## config.mk

```make
export PLATFORM = sky130hd
export DESIGN_NAME = abus_target
export DESIGN_NICKNAME = d
export VERILOG_FILES = /design/src/rtl/abus_pkg.sv /design/src/rtl/abus_sync.sv /design/src/rtl/abus_fsm.sv /design/src/rtl/abus_store.sv /design/src/rtl/abus_target.sv
export SDC_FILE = /design/constraint.sdc
export NUM_CORES = 2
export LEC_CHECK = 0
export BUFFER_PORTS_ARGS = -buffer_cell sky130_fd_sc_hd__buf_2
export CORE_UTILIZATION = 33
export DETAILED_ROUTE_END_ITERATION = 16
export HOLD_SLACK_MARGIN = 0.08
export SYNTH_ARGS = -nofsm -noshare
export SYNTH_HDL_FRONTEND = slang
export SYNTH_SLANG_ARGS = --single-unit
```

## constraint.sdc

```tcl
create_clock -name clk -period 3.75 [get_ports clk]
set_input_delay 0.1875 -clock clk [delete_from_list [all_inputs] [get_ports clk]]
set_output_delay 0.1875 -clock clk [all_outputs]
set_load 0.005 [all_outputs]
```

## src/rtl/abus_pkg.sv

```systemverilog
package abus_pkg;

  typedef enum logic [1:0] {
    ST_IDLE   = 2'd0,
    ST_SETTLE = 2'd1,
    ST_ACCESS = 2'd2,
    ST_DONE   = 2'd3
  } hs_state_t;

  // True when a byte address falls inside the implemented storage.
  function automatic logic addr_hit(input logic [31:0] a, input int unsigned depth);
    return a < 32'(depth);
  endfunction

endpackage

```

## src/rtl/abus_sync.sv

```systemverilog
module abus_sync #(
  parameter int W = 1,
  parameter logic [W-1:0] RST_VAL = '1
) (
  input  logic         clk,
  input  logic         rst_n,
  input  logic [W-1:0] d,
  output logic [W-1:0] q
);
  logic [W-1:0] meta;

  always_ff @(posedge clk or negedge rst_n) begin
    if (!rst_n) begin
      meta <= RST_VAL;
      q    <= RST_VAL;
    end else begin
      meta <= d;
      q    <= meta;
    end
  end
endmodule

```

## src/rtl/abus_fsm.sv

```systemverilog
module abus_fsm
  import abus_pkg::*;
(
  input  logic clk,
  input  logic rst_n,
  input  logic sel_low,
  output logic access_stb,
  output logic done_n
);
  hs_state_t state;
  logic      done_q;

  always_ff @(posedge clk or negedge rst_n) begin
    if (!rst_n) begin
      state  <= ST_IDLE;
      done_q <= 1'b1;
    end else begin
      unique case (state)
        ST_IDLE:   if (sel_low) state <= ST_SETTLE;
        ST_SETTLE: state <= sel_low ? ST_ACCESS : ST_IDLE;
        ST_ACCESS: begin
          state  <= ST_DONE;
          done_q <= 1'b0;
        end
        ST_DONE: if (!sel_low) begin
          state  <= ST_IDLE;
          done_q <= 1'b1;
        end
        default: state <= ST_IDLE;
      endcase
    end
  end

  assign access_stb = (state == ST_ACCESS);
  assign done_n     = done_q;
endmodule

```

## src/rtl/abus_store.sv

```systemverilog
module abus_store
  import abus_pkg::*;
#(
  parameter int ADDR_W = 16,
  parameter int DATA_W = 8,
  parameter int DEPTH  = 256
) (
  input  logic              clk,
  input  logic              rst_n,
  input  logic              access_stb,
  input  logic              rnw,
  input  logic [ADDR_W-1:0] addr,
  input  logic [DATA_W-1:0] wdata,
  output logic [DATA_W-1:0] rdata,
  output logic              wr_stb
);
  localparam int IDX_W = (DEPTH > 1) ? $clog2(DEPTH) : 1;

  logic [DATA_W-1:0] mem [DEPTH];
  logic              hit;
  logic [IDX_W-1:0]  idx;

  assign hit    = addr_hit(32'(addr), DEPTH);
  assign idx    = addr[IDX_W-1:0];
  assign wr_stb = access_stb && !rnw;

  always_ff @(posedge clk or negedge rst_n) begin
    if (!rst_n) begin
      for (int i = 0; i < DEPTH; i++) mem[i] <= '0;
      rdata <= '0;
    end else if (access_stb) begin
      if (rnw) begin
        rdata <= hit ? mem[idx] : '1;
      end else if (hit) begin
        mem[idx] <= wdata;
      end
    end
  end
endmodule

```

## src/rtl/abus_target.sv

```systemverilog
module abus_target #(
  parameter int ADDR_W    = 16,
  parameter int DATA_W    = 8,
  parameter int MEM_DEPTH = 256
) (
  input  logic              clk,
  input  logic              bus_rst_n,
  input  logic              sel_n,
  input  logic              rd_wrn,
  input  logic [ADDR_W-1:0] addr,
  input  logic [DATA_W-1:0] wdata,
  output logic [DATA_W-1:0] rdata,
  output logic              done_n
);
  logic [1:0] strobes_s;
  logic       sel_low;
  logic       rnw_s;
  logic       access_stb;
  logic       wr_stb;

  abus_sync #(.W(2), .RST_VAL(2'b11)) u_sync (
    .clk   (clk),
    .rst_n (bus_rst_n),
    .d     ({sel_n, rd_wrn}),
    .q     (strobes_s)
  );

  assign sel_low = !strobes_s[1];
  assign rnw_s   = strobes_s[0];

  abus_fsm u_fsm (
    .clk        (clk),
    .rst_n      (bus_rst_n),
    .sel_low    (sel_low),
    .access_stb (access_stb),
    .done_n     (done_n)
  );

  abus_store #(.ADDR_W(ADDR_W), .DATA_W(DATA_W), .DEPTH(MEM_DEPTH)) u_store (
    .clk        (clk),
    .rst_n      (bus_rst_n),
    .access_stb (access_stb),
    .rnw        (rnw_s),
    .addr       (addr),
    .wdata      (wdata),
    .rdata      (rdata),
    .wr_stb     (wr_stb)
  );
endmodule

```

==> qor.json <==
{
  "status": {
    "outcome": "complete, no violations"
  },
  "route": {
    "detailroute.via_count": 56277,
    "post-route-drc-count": 0,
    "routedWlPerCell_um": 27.6,
    "drtAntennaViolNets": 0,
    "drt_first_pass_iters": 5,
    "vias_per_cell": 5.41,
    "detail_route.wirelength_mm": 287,
    "drt_first_iter_violations": 4414
  },
  "sta": {
    "report.final.hold_viol_count": 0,
    "finClkSkew_ns": 0.0485,
    "timing.final.setup_violations": 0,
    "hold_ws_ns": 0.0258,
    "slew_headroom_pct": 10.5,
    "timing_worst_slew_pin_value_ns": 1.34,
    "timing.final.crit_share_pct": 88.3,
    "rsz0062_at_grt": "no",
    "period_needed_ns": 3.31,
    "maxClockFrequency_mhz": 302,
    "setup-tns-final_ns": 0,
    "finalMaxSlewViolations": 0
  },
  "synthesis": {
    "synth_ff_type": "sky130_fd_sc_hd__dfrtp_1",
    "yosysTopAreaCellShare_pct": 53.4,
    "synth_top_family_by_area": "multiplexers",
    "synthAdderAreaFrac_pct": 0,
    "synth_cell_type_count": 76,
    "postSynthAreaPerCell_um2": 15.6,
    "synth_area_leader_cell": "sky130_fd_sc_hd__dfrtp_1",
    "area_fraction_in_and_or_nand_and_nor_cells_after_synthesis_pct": 4.77,
    "post_synthesis_net_count": 6188,
    "synth.mux.area_fraction_pct": 36.2,
    "synth_warnings": 0,
    "synth_edf_count": 0,
    "synth_xor_area_share_pct": 0,
    "synthesis.area_um2": 96400,
    "postSynthCellCount": 6160,
    "compound_gate_fraction_of_synth_area_pct": 2.94,
    "postSynthRegisterBits": 2063,
    "synth-seq-area-share_pct": 53.6,
    "netlist_top_cells_area": "sky130_fd_sc_hd__dfrtp_1 (53%), sky130_fd_sc_hd__mux2_2 (24%), sky130_fd_sc_hd__mux4_2 (9.8%)",
    "async_flop_share_pct": 100
  },
  "setup_path": {
    "ff_to_ff_path_depth": 9,
    "worstSetupPathType": "flip-flop to flip-flop",
    "critPathRequiredTime_ns": 4.48,
    "critPathMaxFanout": 10,
    "r2r_slack_ns": 0.44,
    "timing.critical_path.from_type": "flip-flop",
    "setup.worst_path.end": "u_store.rdata[0]",
    "crit_path_end_kind": "flip-flop",
    "cp.arrival_ns": 4.04,
    "endpoint_of_the_worst_register_to_register_path": "u_store.rdata[0]",
    "worst_setup_startpoint": "u_fsm.state[0]",
    "r2r_start": "u_fsm.state[0]"
  },
  "global_route": {
    "grt-ovfl-total": 0,
    "number_of_antenna_violations_at_the_first_check_in_global_routing": 11,
    "grt_first_pass_wirelength_mm": 426,
    "groute.layer.met2.usage_pct": 30.8,
    "gr-max-usage-layer": "met2",
    "grt.met3_usage_pct": 3.93,
    "global_route.usage.met1_pct": 26.2,
    "grt_start_max_net_pins": 165,
    "globalRouteTotalUtil_pct": 19.5,
    "first_global_vias": 59355
  },
  "pwr": {
    "power_leakage_nw": 52.8,
    "power_density_nw_per_um2": 426,
    "total_power_mw": 46.8,
    "max-vdd-ir-drop_mv": 0.387
  },
  "floorplanning": {
    "die_height_um": 542,
    "row_count": 198,
    "die_area_um2": 294000,
    "design.core.area_um2": 291000,
    "floorplan.initialDensity_pct": 33.1,
    "io_pins": 37,
    "die_x_extent_um": 542
  },
  "clock_tree": {
    "holdBufCountCts": 15,
    "clkLatencyLatePin_ns": 0.90,
    "clock_sinks": 2063,
    "cts_tree": "built",
    "cts_made_buffers": 219,
    "cts_buffer_depth": 4,
    "cts.reportedPaths.clkPinSlew_ns": 0.07,
    "cts_max_level": 4,
    "post_cts_buffers": 0,
    "cts_repair_resize_count": 0,
    "cts-root-buf": "sky130_fd_sc_hd__clkbuf_16"
  },
  "run": {
    "drv_cap": 0
  },
  "finish": {
    "layout-area-overhead-vs-synth_pct": 14.1,
    "final_nets": 6349,
    "layout_cell_share_with_drive_strength_beyond_1_pct": 54.0
  },
  "hold_path": {
    "hold-path-cell-count": 2,
    "timing.hold.worst.class": "input port to flip-flop"
  },
  "placed_design": {
    "gp_congestion": 0.893,
    "buffer_ports.inserted": 36,
    "hpwl_mm": 189
  }
}
-- power breakdown --
group | internal, mW | switching [mW] | total (mW)
registers | 22.3 | 0.0233 | 22.3
logic | 0.655 | 1.96 | 2.61
clock network | 12.6 | 9.25 | 21.9
-- cells in the mapped netlist (63+ instances only) --
library cell and n:
sky130_fd_sc_hd__dfrtp_1 2058, sky130_fd_sc_hd__mux2_2 2040, sky130_fd_sc_hd__mux4_2 419, sky130_fd_sc_hd__clkbuf_1 270, sky130_fd_sc_hd__mux2i_1 186, sky130_fd_sc_hd__nor2_4 118
sky130_fd_sc_hd__a22oi_1 89, sky130_fd_sc_hd__a21oi_1 83, sky130_fd_sc_hd__nor2_2 82, sky130_fd_sc_hd__buf_2 70, sky130_fd_sc_hd__buf_4 69, sky130_fd_sc_hd__nor2_8 63
-- worst max-delay path: stages (launching register included) --
cell	delay, ns
sky130_fd_sc_hd__dfrtp_1	0.41
sky130_fd_sc_hd__nor2b_1	0.13
sky130_fd_sc_hd__buf_4	0.21
sky130_fd_sc_hd__and2_1	0.52
sky130_fd_sc_hd__and3_1	0.44
sky130_fd_sc_hd__nand2_1	0.08
sky130_fd_sc_hd__dlygate4sd3_1	0.56
sky130_fd_sc_hd__a31oi_1	0.13
sky130_fd_sc_hd__dlygate4sd3_1	0.57
sky130_fd_sc_hd__a31oi_1	0.09
-- sequential cells by signal, summed over array words and instances (netlist names), named ones only --
name and cells:
u_fsm.state 1, u_store.mem 2048, u_fsm.done_n 1, u_store.rdata 8
u_sync.meta 2, u_sync.q 2
-- how the worst min path moves through the flow --
stage / from / end / slack [ns]
6_report: wdata[6] / u_store.mem[518] / 0.03
5_1_grt: wdata[4] / u_store.mem[1548] / 0.1
4_1_cts: wdata[6] / u_store.mem[518] / 0.08
3_5_place_dp: bus_rst_n / u_store.mem[1503] / 0.16
3_3_place_gp: bus_rst_n / u_store.mem[1497] / 0.15
2_1_floorplan: bus_rst_n / async pin / -0.11
-- per-stage QoR --
| stage | utilization [%] | instance area, um^2 | instances | setup slack, ns |
|---|---|---|---|---|
| 4_1_cts | 37.8 | 110000 | 10394 | 0.457 |
| 2_1_floorplan | - | 96400 | 6160 | 1.51 |
| 3_5_place_dp | 35.3 | 103000 | 9985 | 0.0313 |
| 6_report | 37.8 | 110000 | 10396 | 0.437 |
| 5_1_grt | 37.8 | 110000 | 10396 | 0.286 |
| 3_3_place_gp | 35.3 | 103000 | 9985 | -0.0197 |
-- routing by layer --
metal / part of all wire (%) / up-vias
li1: - / 23364
met1: 43 / 30855
met2: 47 / 1515
met3: 5.9 / 535
met4: 4.4 / 8
met5: 0.018 / -
-- cells by family (layout without fill, tap and decap cells) --
group	after synthesis	in the layout
DFF	2063	2063
AOI/OAI and AO/OA	417	417
buffers and inverters	460	794
other	0	2
muxes	2700	2700
and+or+nand+nor	520	520
-- cell type report --
cell class | count | area [um^2]
Antenna cell | 2 | 5.00
Clock buffer | 328 | 6540
Clock inverter | 66 | 647
Fill cell | 27172 | 181000
Inverter | 3 | 11.3
Multi-Input combinational cell | 3637 | 42400
Sequential cell | 2063 | 51600
Tap cell | 3900 | 4880
Timing Repair Buffer | 397 | 3870
-- layout by cell type, fill, tap and decap left out, types with 7 or more instances in the layout --
cell                            count
sky130_fd_sc_hd__a211oi_1          22
sky130_fd_sc_hd__a21oi_1           83
sky130_fd_sc_hd__a221oi_1          25
sky130_fd_sc_hd__a22o_1            19
sky130_fd_sc_hd__a22oi_1           89
sky130_fd_sc_hd__a31oi_1           11
sky130_fd_sc_hd__buf_12            67
sky130_fd_sc_hd__buf_2             22
sky130_fd_sc_hd__buf_4            283
sky130_fd_sc_hd__bufinv_16          9
sky130_fd_sc_hd__clkbuf_1          46
sky130_fd_sc_hd__clkbuf_16        221
sky130_fd_sc_hd__clkbuf_8          70
sky130_fd_sc_hd__clkinv_2          46
sky130_fd_sc_hd__dfrtp_1         2058
sky130_fd_sc_hd__dlygate4sd3_1     14
sky130_fd_sc_hd__mux2_1            53
sky130_fd_sc_hd__mux2_2          2040
sky130_fd_sc_hd__mux2i_1          186
sky130_fd_sc_hd__mux4_2           419
sky130_fd_sc_hd__nand2_1           56
sky130_fd_sc_hd__nand2_2           17
sky130_fd_sc_hd__nand2_4           11
sky130_fd_sc_hd__nand2b_1          10
sky130_fd_sc_hd__nand3_1           35
sky130_fd_sc_hd__nand4_1            7
sky130_fd_sc_hd__nor2_1            39
sky130_fd_sc_hd__nor2_2            82
sky130_fd_sc_hd__nor2_4           119
sky130_fd_sc_hd__nor2_8            63
sky130_fd_sc_hd__nor2b_1           22
sky130_fd_sc_hd__nor3_1            11
sky130_fd_sc_hd__nor4_1             7
sky130_fd_sc_hd__o211ai_1          22
sky130_fd_sc_hd__o21ai_0           60
sky130_fd_sc_hd__o221ai_1           8
sky130_fd_sc_hd__o22ai_1           41
Note: power is estimated with default switching activity, not from simulation.
